--- src/rtl/sar_seq_pkg.sv ---
package sar_seq_pkg;
  typedef struct packed {
    logic start;
    logic decide;
  } sarStrobe_t;
endpackage

--- src/rtl/sar_seq_ctrl.sv ---
module sar_seq_ctrl
  import sar_seq_pkg::*;
#(
  parameter int RES_BITS    = 10,
  parameter int BUSY_CYCLES = 41
) (
  input  logic       clk,
  input  logic       rstN,
  input  logic       startReq,
  output logic       busy,
  output logic       loadStb,
  output sarStrobe_t strobe
);
  localparam int STEP = (BUSY_CYCLES - 1) / RES_BITS;
  localparam int CW   = $clog2(BUSY_CYCLES + 1);
  localparam int PW   = (STEP > 1) ? $clog2(STEP) : 1;
  localparam logic [CW-1:0] LAST      = CW'(BUSY_CYCLES - 1);
  localparam logic [CW-1:0] TRIAL_END = CW'(RES_BITS * STEP);
  localparam logic [PW-1:0] PH_LAST   = PW'(STEP - 1);

  logic syncA, syncB, syncC, reqRise;
  logic [CW-1:0] cnt;
  logic [PW-1:0] phase;

  assign reqRise = syncB & ~syncC;

  always_ff @(posedge clk or negedge rstN) begin
    if (!rstN) begin
      syncA <= 1'b0;
      syncB <= 1'b0;
      syncC <= 1'b0;
      busy  <= 1'b0;
      cnt   <= '0;
      phase <= '0;
    end else begin
      syncA <= startReq;
      syncB <= syncA;
      syncC <= syncB;
      if (!busy) begin
        if (reqRise) begin
          busy  <= 1'b1;
          cnt   <= '0;
          phase <= '0;
        end
      end else begin
        if (cnt == LAST) busy <= 1'b0;
        else             cnt  <= cnt + 1'b1;
        phase <= (phase == PH_LAST) ? '0 : phase + 1'b1;
      end
    end
  end

  assign loadStb       = busy && (cnt == LAST);
  assign strobe.start  = !busy && reqRise;
  assign strobe.decide = busy && (phase == PH_LAST) && (cnt < TRIAL_END);

  p_busy_hold_r2: assert property (@(posedge clk) disable iff (!rstN)
    busy && !loadStb |=> busy);
  p_load_end_r5: assert property (@(posedge clk) disable iff (!rstN)
    loadStb |=> !busy);
  p_start_sync_r1: assert property (@(posedge clk) disable iff (!rstN)
    $rose(busy) |-> $past(syncB) && !$past(syncC));
  p_ignore_busy_r6: assert property (@(posedge clk) disable iff (!rstN)
    busy && reqRise && !loadStb |=> busy && cnt == $past(cnt) + 1'b1);
endmodule

--- src/rtl/sar_seq_dp.sv ---
module sar_seq_dp
  import sar_seq_pkg::*;
#(
  parameter int RES_BITS = 10
) (
  input  logic                clk,
  input  logic                rstN,
  input  sarStrobe_t          strobe,
  input  logic                cmpIn,
  output logic [RES_BITS-1:0] code
);
  localparam logic [RES_BITS-1:0] MSB = {1'b1, {(RES_BITS-1){1'b0}}};

  logic [RES_BITS-1:0] sar, trialMask;

  always_ff @(posedge clk or negedge rstN) begin
    if (!rstN) begin
      sar       <= '0;
      trialMask <= '0;
    end else if (strobe.start) begin
      sar       <= MSB;
      trialMask <= MSB;
    end else if (strobe.decide) begin
      sar       <= (cmpIn ? sar : (sar & ~trialMask)) | (trialMask >> 1);
      trialMask <= trialMask >> 1;
    end
  end

  assign code = sar;

  p_start_msb_r3: assert property (@(posedge clk) disable iff (!rstN)
    strobe.start |=> code == MSB);
  p_keep_bit_r3: assert property (@(posedge clk) disable iff (!rstN)
    strobe.decide && cmpIn |=> (code & $past(trialMask)) != '0);
  p_hold_r8: assert property (@(posedge clk) disable iff (!rstN)
    !strobe.start && !strobe.decide |=> $stable(code));
endmodule

--- src/rtl/sar_seq_top.sv ---
module sar_seq_top
  import sar_seq_pkg::*;
#(
  parameter int RES_BITS    = 10,
  parameter int BUSY_CYCLES = 41
) (
  input  logic                clk,
  input  logic                rstN,
  input  logic                startReq,
  input  logic                cmpIn,
  output logic                busy,
  output logic                loadStb,
  output logic [RES_BITS-1:0] code
);
  sarStrobe_t strobe;

  sar_seq_ctrl #(.RES_BITS(RES_BITS), .BUSY_CYCLES(BUSY_CYCLES)) u_ctrl (
    .clk(clk), .rstN(rstN), .startReq(startReq),
    .busy(busy), .loadStb(loadStb), .strobe(strobe)
  );

  sar_seq_dp #(.RES_BITS(RES_BITS)) u_dp (
    .clk(clk), .rstN(rstN), .strobe(strobe), .cmpIn(cmpIn), .code(code)
  );
endmodule

--- config.mk ---
export PLATFORM = sky130hd
export DESIGN_NAME = sar_seq_top
export DESIGN_NICKNAME = d
export VERILOG_FILES = /design/src/rtl/sar_seq_pkg.sv /design/src/rtl/sar_seq_ctrl.sv /design/src/rtl/sar_seq_dp.sv /design/src/rtl/sar_seq_top.sv
export SDC_FILE = /design/constraint.sdc
export NUM_CORES = 1
export LEC_CHECK = 0
export BUFFER_PORTS_ARGS = -buffer_cell sky130_fd_sc_hd__clkbuf_2
export CORE_MARGIN = 3
export CORE_UTILIZATION = 50
export CTS_CLUSTER_DIAMETER = 50
export DETAILED_ROUTE_END_ITERATION = 6
export MAX_ROUTING_LAYER = met4
export PLACE_DENSITY_LB_ADDON = 0.3
export SLEW_MARGIN = 20
export SYNTH_ARGS = -nofsm -noshare
export SYNTH_HDL_FRONTEND = slang
export SYNTH_SLANG_ARGS = --single-unit
--- constraint.sdc ---
create_clock -name clk -period 1.4 [get_ports clk]
set_input_delay 0 -clock clk [delete_from_list [all_inputs] [get_ports clk]]
set_output_delay 0 -clock clk [all_outputs]
set_load 0.02 [all_outputs]
### After elaboration in Yosys (flattened, before gate mapping)

Index checks and enable logic that the tools add are counted.

| storage, ports and cells | value |
|---|---|
| output and inout bits | 12 |
| input bits | 4 |
| bits in registers | 32 |
| word-level logic and storage cells | 41 |

| operators by class | value |
|---|---|
| eq/ne operators | 3 |
| mux-type cells | 14 |
| reduce and logical (&&, ||, !) cells | 8 |
| add/subtract/negate cells | 2 |
| order comparisons | 1 |
| bitwise operators | 5 |

Operators with widths:

| cell | number |
|---|---|
| 2-to-1 mux 10 bit | 5 |
| 2-to-1 mux 6 bit | 3 |
| bitwise AND 10 bit | 1 |
| NOT 10 bit | 1 |
| OR 10 x 9 -> 10 bit | 1 |
| adder 6 x 1 -> 6 bit (second input constant) | 1 |
| equality test 6 bit (second input constant) | 1 |
| less-than comparator 6 bit (second input constant) | 1 |
| 2-to-1 mux 2 bit | 3 |
| logical AND 1 bit | 4 |
| nonzero test 2 bit | 2 |
| 2-to-1 mux 1 bit | 3 |
| adder 2 x 1 -> 2 bit (second input constant) | 1 |
| equality test 2 bit (second input constant) | 1 |
| != test 2 bit (second input constant) | 1 |
| AND reduction 2 bit | 1 |
| bitwise AND 1 bit | 1 |
| zero test 1 bit | 1 |
| NOT 1 bit | 1 |

### Depth between registers and ports, before layout

Gate-level depths: netlist of run 1.

| depth | value |
|---|---|
| word-level depth | 6 |
| depth in mapped cells | 6 |
| mapped depth without buffers | 5 |

### Hierarchy

Synthesis of run 1 repeated with hierarchy kept, for this count alone.

| unflattened totals | value |
|---|---|
| cells, all modules | 132 |
| area total of the unflattened synthesis | 1541.5 µm² |

By module, submodules not included:

| module | instances | cells each | area each (µm²) | sequential area each (µm²) |
|---|---|---|---|---|
| sar_seq_dp | 1 | 76 | 935.9 | 500.5 |
| sar_seq_ctrl | 1 | 56 | 605.6 | 300.3 |

### Worst setup path after synthesis of run 1

No wires, ideal clock.

| timing | value |
|---|---|
| path kind | register -> register |
| start point | register u_ctrl.busy |
| end point | register u_dp.trialMask[1] |
| slack | 22 ps |
| data required time | 1265 ps |
| data arrival time | 1244 ps |
| buffers on the path | 2 |
| cell stages (with the launch flop) | 6 |
| library setup time | 135 ps |
| period minus slack after synthesis | 1378 ps |
| cell sequence | dfrtp_1 -> buf_6 -> or3b_4 -> buf_6 -> nand2_1 -> o21ai_0 |

| on the way | value |
|---|---|
| longest elaborated chain between the ends | 3 |
| elaborated cells between the ends (all ways) | 6 |
| classes of those cells | 1 x mux; 5 x reduce/logical |

Ends and longest elaborated chain:

| element | RTL line | source |
|---|---|---|
| start: declaration | sar_seq_ctrl.sv:10 | `output logic busy,` |
| start signal: assignment | sar_seq_ctrl.sv:32 | `busy <= 1'b0;` |
| start signal: assignment | sar_seq_ctrl.sv:41 | `busy <= 1'b1;` |
| start signal: assignment | sar_seq_ctrl.sv:46 | `if (cnt == LAST) busy <= 1'b0;` |
| zero test 1 bit or logical AND 1 bit (tied branches) | - |  |
| logical AND 1 bit (on tied branches) | sar_seq_ctrl.sv:54, sar_seq_ctrl.sv:55 |  |
| 2-to-1 mux 10 bit or nonzero test 2 bit (tied branches) | - |  |
| end signal: assignment | sar_seq_dp.sv:25 | `trialMask <= trialMask >> 1;` |
| end: declaration | sar_seq_dp.sv:14 | `logic [RES_BITS-1:0] sar, trialMask;` |

Several ways; a longest one is shown, not always the timed one.
A chain may end at the register's enable or synchronous reset.

### Final worst setup path of run 1

| timing | value |
|---|---|
| start point | register u_ctrl.cnt[1] |
| end point | output port loadStb |

| on the way | value |
|---|---|
| longest elaborated chain between the ends | 2 |

Ends and longest elaborated chain:

| element | RTL line | source |
|---|---|---|
| start: declaration | sar_seq_ctrl.sv:22 | `logic [CW-1:0] cnt;` |
| start signal: assignment | sar_seq_ctrl.sv:47 | `else cnt <= cnt + 1'b1;` |
| equality test 6 bit | sar_seq_ctrl.sv:53 | `assign loadStb = busy && (cnt == LAST);` |
| logical AND 1 bit | sar_seq_ctrl.sv:53 |  |
| end: declaration | sar_seq_top.sv:12 | `output logic loadStb,` |

No other way between the ends.

==> results of run 1 <==
synth_stat cells, types with 3 or more instances:
cell type and instances:
nand3b_1 4, and4_1 8, nor2_1 3, buf_6 6, inv_1 6, nand3_1 11
ha_1 3, dfrtp_1 32, a22o_1 3, nand2_1 21, o21ai_0 10, o21ai_1 8
power by group:
group | switching, mW | total, mW | internal, mW | leakage, nW
Sequential | 0.249 | 1.53 | 1.28 | 0.402
Clock | 0.319 | 0.694 | 0.374 | 0.0422
Combinational | 0.912 | 1.61 | 0.696 | 0.380
Total | 1.48 | 3.83 | 2.35 | 0.824
kinds of logic (layout without fill, tap and decap cells):
kind of cell             after synthesis  count (layout)  synth area share, %
multiplexers                           1               1               0.6623
flip-flops                            32              32                52.98
adder cells (fa/ha/maj)                3               3                2.484
buffers and inverters                 15              42                7.284
AND/OR/NAND/NOR                       54              54                20.12
XOR/XNOR                               2               2                1.159
AO/OA/AOI/OAI                         33              33                15.32
per-layer routing:
metal  track usage [%]  vias up
li1                  -      550
met5                 -        -
met2             28.55       23
met4             7.430        0
met3             3.830        5
met1             21.15      570
tightest hold or removal path, stage by stage:
cell	delay, ns
clkbuf_2	0.08
inv_1	0.13
a32oi_2	0.21
layout by cell type (no fill, tap or decap), types with 2 or more instances in the layout:
cell type	synthesis	routed
a22o_1	3	3
nor2_2	1	2
buf_4	2	9
inv_1	6	6
nor2_1	3	2
nand3_1	11	11
and4_1	8	8
o21ai_1	8	8
o21ai_0	10	10
clkbuf_2	0	14
clkbuf_4	0	5
nand3b_1	4	4
dfrtp_1	32	31
buf_6	6	3
ha_1	3	2
nor2b_1	2	2
dlygate4sd3_1	0	2
xnor2_1	2	2
nand2_1	21	21
per-stage QoR:
stage | instances | TNS (ns) | hold slack, ns | utilization, % | total power [mW]
finish | 198 | -0.005731 | 0.1227 | 61.39 | 3.829
global route | 198 | -0.1672 | 0.1624 | 61.39 | 4.092
CTS | 195 | 0 | 0.1160 | 60.19 | 3.778
detailed placement | 182 | 0 | 0.04213 | 55.68 | 3.083
global placement | 182 | 0 | 0.04049 | 55.68 | 2.997
floorplan | 140 | 0 | -0.2956 | - | 2.805
what timing repair did:
action	in CTS	in global routing
hold endpoints to repair	33	0
setup endpoints to repair	1	3
hold buffers	2	0
resized for setup	3	5
pin swaps	1	5
setup buffers	3	3
registers in the layout, indices dropped and copies added, names as in the netlist:
name / count
u_ctrl.busy: 1
u_ctrl.cnt: 6
u_ctrl.phase: 2
u_ctrl.syncA: 1
u_ctrl.syncB: 1
u_ctrl.syncC: 1
u_dp.code: 10
u_dp.trialMask: 10
worst paths after layout:
path	startpoint	to	slack, ns
max in group asynchronous	rstN	u_ctrl.cnt[4]	0.87
worst min register to register	u_ctrl.syncA	u_ctrl.syncB	0.37
min in group asynchronous	rstN	u_dp.code[3]	0.21
worst max-delay path	u_ctrl.cnt[1]	loadStb	-0.006
worst max register to register	u_ctrl.cnt[1]	u_ctrl.cnt[3]	0.01
worst min-delay path	cmpIn	u_dp.code[9]	0.12
final cells by class:
class | instances | area, µm²
well taps | 31 | 38.79
repair buffers | 28 | 191.4
flip-flops and latches | 32 | 802.0
clock buffers | 6 | 41.29
multi-input cells | 93 | 605.6
inverters | 6 | 22.52
clock inverters | 2 | 35.03
fillers | 242 | 1092
==> results_dict.tcl, run 1 <==
set metrics [dict create \
    syn_area_mm2 0.001511 \
    rows 19 \
    drt_iter0_drc 53 \
    clock_sinks 32 \
    route.top_layer_used "met4" \
    crit_buf_inv 2 \
    post-place-ws_ns 0.03183 \
    grt_pass1_vias 1103 \
    grt_max_degree 33 \
    startpoint_type "flop" \
    p_leak_nw 0.8237 \
    core_mm2 0.002829 \
    ys_warn_count 0 \
    crit_fanout 3 \
    cts.path.max_buffers 2 \
    numPortBuffers 15 \
    final_hold_viol_count 0 \
    violations "negative setup slack" \
    yosysTopAreaCellShare_pct 52.98 \
    wl_um 2860 \
    hpwl_um 1901 \
    period_needed_ns 1.406 \
    clkTransAtPathRegs_ns 0.10 \
    fin_crit_sh_pct 100.4 \
    start_util_pct 53.43 \
    synth_seq_area_share_pct 52.98 \
    cts-root-buf "clkbuf_4" \
    power_density_mw_per_mm2 2205 \
    htreeDepth 2 \
    m1WireLength_um 1271 \
    nets 173 \
    status "finished with violations" \
    critPathMaxStageDelay_ns 0.39 \
    ys.flop_type "dfrtp_1" \
    setup_slack_ns -0.005731 \
    die_w_um 60.98 \
    grt.overflow.total 0 \
    drv_cap 0 \
    grt_usage_pct 17.63 \
    ios 16 \
    synth_edf_count 0 \
    worstSkewPairLatency_ns 0.33 \
    gp_congestion 0.7484 \
    grt_pass1_wl_um 4671 \
    tightest_slew_ns 0.4177 \
    place_area_mm2 0.001575 \
    max_freq_ghz 0.7114 \
    wl_per_cell_um 14.44 \
    ant_nets 0 \
    crit_chain "inv_1, ha_2, nand3b_1, nor2_2, buf_6" \
    cts_tree "yes" \
    n_antenna_cell 0 \
    final_cell_area_mm2 0.001737 \
    viasPerCell 5.798 \
    cp_slowest_cell "dfrtp_1" \
    critical_path.top_delay_family "flip-flops" \
    avgSynthCellArea_um2 10.80 \
    setup_violations 1 \
    cts-buffers-inserted 5 \
    syn_nets 147 \
    critPathKind "flop to output pin" \
    area_delta_synth_final_pct 14.90 \
    yosys-top-cells-area "dfrtp_1 (53%), nand2_1 (5.2%), and4_1 (4.6%), buf_6 (4.5%), nand3_1 (3.6%)" \
    critPathRequiredTime_ns 1.40 \
    syn_inst 140 \
    drive_gt1_share_pct 25.75 \
    hold_depth 3 \
    vias 1148 \
    max_slew_margin_pct 72.05 \
    met2_length_um 1420 \
    ys_ff_latch 32 \
    wl_met3_um 128 \
    crit_path_end_kind "output pin" \
    ir_drop_uv 1116 \
    reg2regPathDepth 7 \
    hp-class "primary input to flop" \
    yosysTopAreaCell "dfrtp_1" \
    drt-pass1-iter-count 4 \
    post-route-drc-count 0 \
    die_area_mm2 0.003719 \
    ys_types 34 \
    clock_skew_ns 0.007734 \
    antenna_found_initial 0 \
    async_flop_share_pct 100.0 \
    arrival_ns 1.41 \
    cp.depth 5 \
    die_y_um 60.98 \
    drv_slew 0 \
    rsz0062_at_grt "yes" \
]
No activity file was read; power rests on OpenSTA's default activity.
==> run 2: changes to the inputs <==
--- a/config.mk
+++ b/config.mk
@@ -6,6 +6,7 @@
 export NUM_CORES = 1
 export LEC_CHECK = 0
 export BUFFER_PORTS_ARGS = -buffer_cell sky130_fd_sc_hd__clkbuf_2
+export CORE_ASPECT_RATIO = 0.75
 export CORE_MARGIN = 3
 export CORE_UTILIZATION = 50
 export CTS_CLUSTER_DIAMETER = 50
==> results_dict.tcl, run 2 (synthesized netlist as in run 1, its figures left out) <==
set metrics [dict create \
    core_mm2 0.002743 \
    grt_max_degree 21 \
    fin_crit_sh_pct 94.48 \
    post-route-drc-count 0 \
    setup_violations 0 \
    ir_drop_uv 926.8 \
    vias 1111 \
    final_cells 200 \
    drv_cap 0 \
    final_cell_mix "dfrtp_1 (31), nand2_1 (21), clkbuf_2 (14)" \
    cp_slowest_cell "dfrtp_1" \
    clock_sinks 32 \
    drive_gt1_share_pct 23.17 \
    crit_buf_inv 0 \
    p_leak_nw 0.8193 \
    nets 170 \
    cts.path.max_buffers 2 \
    fillers 229 \
    rsz0062_at_grt "no" \
    max_freq_ghz 0.7560 \
    power_density_mw_per_mm2 2223 \
    crit_path_end_kind "flop" \
    cts-root-buf "clkbuf_8" \
    cpMostUsedCell "nand3b_1" \
    seqCellArea_um2 802.0 \
    critPathRequiredTime_ns 1.57 \
    ios 16 \
    worstSkewPairLatency_ns 0.29 \
    cp-startpoint "u_ctrl.cnt[4]" \
    start_util_pct 55.11 \
    post-place-ws_ns 0.06436 \
    critPathKind "flop to flop" \
    worstHoldStart "cmpIn" \
    tns_ns 0 \
    drv_slew 0 \
    grt_usage_pct 19.01 \
    area_delta_synth_final_pct 15.48 \
    clkTransAtPathRegs_ns 0.06 \
    htreeDepth 2 \
    multi_input_area_um2 603.1 \
    hpwl_um 2036 \
    gp_congestion 0.7753 \
    cts_tree "yes" \
    wl_um 2990 \
    critPathMaxStageDelay_ns 0.48 \
    antenna_found_initial 0 \
    power_frac_seq_pct 40.6 \
    crit_chain "nand3b_1, nand3b_1, a32o_1" \
    wl_per_cell_um 14.95 \
    setup_slack_ns 0.07728 \
    critical_path.top_delay_family "simple AND/OR/NAND/NOR gates" \
    crit_fanout 7 \
    arrival_ns 1.50 \
    die_w_um 69.49 \
    status "finished, final reports clean" \
    grt_pass1_vias 1031 \
    placed_cells 188 \
    grt_pass1_wl_um 5064 \
    tightest_slew_ns 0.4612 \
    die_y_um 53.62 \
    final_common_cell "dfrtp_1" \
    power.switching_mw 1.499 \
    drt_iter0_drc 88 \
    drt-pass1-iter-count 4 \
    max_slew_margin_pct 69.25 \
    final_hold_viol_count 0 \
    viasPerCell 5.555 \
    ant_nets 0 \
    p_sw_share_pct 38.64 \
    rr_startpoint "u_ctrl.cnt[4]" \
    hp-class "primary input to flop" \
    clock_skew_ns 0.005581 \
    cts-buffers-inserted 5 \
    finalCoreUtilization_pct 63.64 \
    n_antenna_cell 0 \
    p_int_mw 2.381 \
    p_clk_share_pct 18.9 \
    p_comb_share_pct 40.5 \
    startpoint_type "flop" \
    numPortBuffers 15 \
    grt.overflow.total 0 \
    die_area_mm2 0.003725 \
    period_needed_ns 1.323 \
    rows 16 \
]
==> run 2: changes by cell type in the layout (fill, tap and decap cells not counted), sizes merged <==
cell,delta
buf,-3
clkbuf,+2
bufinv,-1
clkinv,-1
==> run 2: power groups by stage <==
| stage | clock network, mW | registers [mW] | logic (mW) |
|---|---|---|---|
| detailed placement | 0 | 1.59 | 1.50 |
| global placement | 0 | 1.56 | 1.45 |
| global route | 0.792 | 1.62 | 1.75 |
| floorplan | 0 | 1.65 | 1.15 |
| CTS | 0.750 | 1.58 | 1.53 |
| finish | 0.732 | 1.58 | 1.57 |
==> run 2: area by class of cell <==
cell class                 instances  area share [%]
sequential                        32           45.95
tap                               36           2.581
clock buffer                       8           5.161
multi-input combinational         93           34.55
inverter                           6           1.290
timing repair buffer              25           10.47
==> run 2: worst min-delay path, delay by kind of cell <==
kind | cells | cell delay, ns
buf+inv | 2 | 0.22
compound gates | 1 | 0.21
==> run 2: metal layers <==
layer	routed length (µm)	global-route usage (%)
met1	1444	24.41
met2	1375	26.27
met3	126	7.090
met4	43	10.06
met5	0	-
==> run 2: stage by stage <==
| stage | instance area, µm² | total power, mW | hold slack, ns |
|---|---|---|---|
| floorplan | 1511 | 2.805 | -0.2956 |
| global placement | 1614 | 3.013 | -0.03481 |
| detailed placement | 1614 | 3.094 | -0.02096 |
| CTS | 1732 | 3.856 | 0.1834 |
| global route | 1745 | 4.163 | 0.2295 |
| finish | 1745 | 3.880 | 0.1914 |
==> run 2: path summary, 6_finish.rpt <==
kind,to,slack (ns),depth (start not counted)
max,u_ctrl.cnt[1],0.08,3
min,u_dp.code[9],0.19,3
max reg2reg,u_ctrl.cnt[1],0.08,3
max in group asynchronous,u_dp.trialMask[0],0.76,3
min reg2reg,u_ctrl.syncB,0.36,0
min in group asynchronous,u_ctrl.cnt[0],0.20,2
==> run 2: repair_timing <==
item,in CTS,in global routing
setup endpoints to repair,1,4
pin swaps,0,3
gates resized for setup,0,4
endpoints found under the hold margin,17,0
setup buffers,1,1
cloned,0,0
hold buffers,2,0
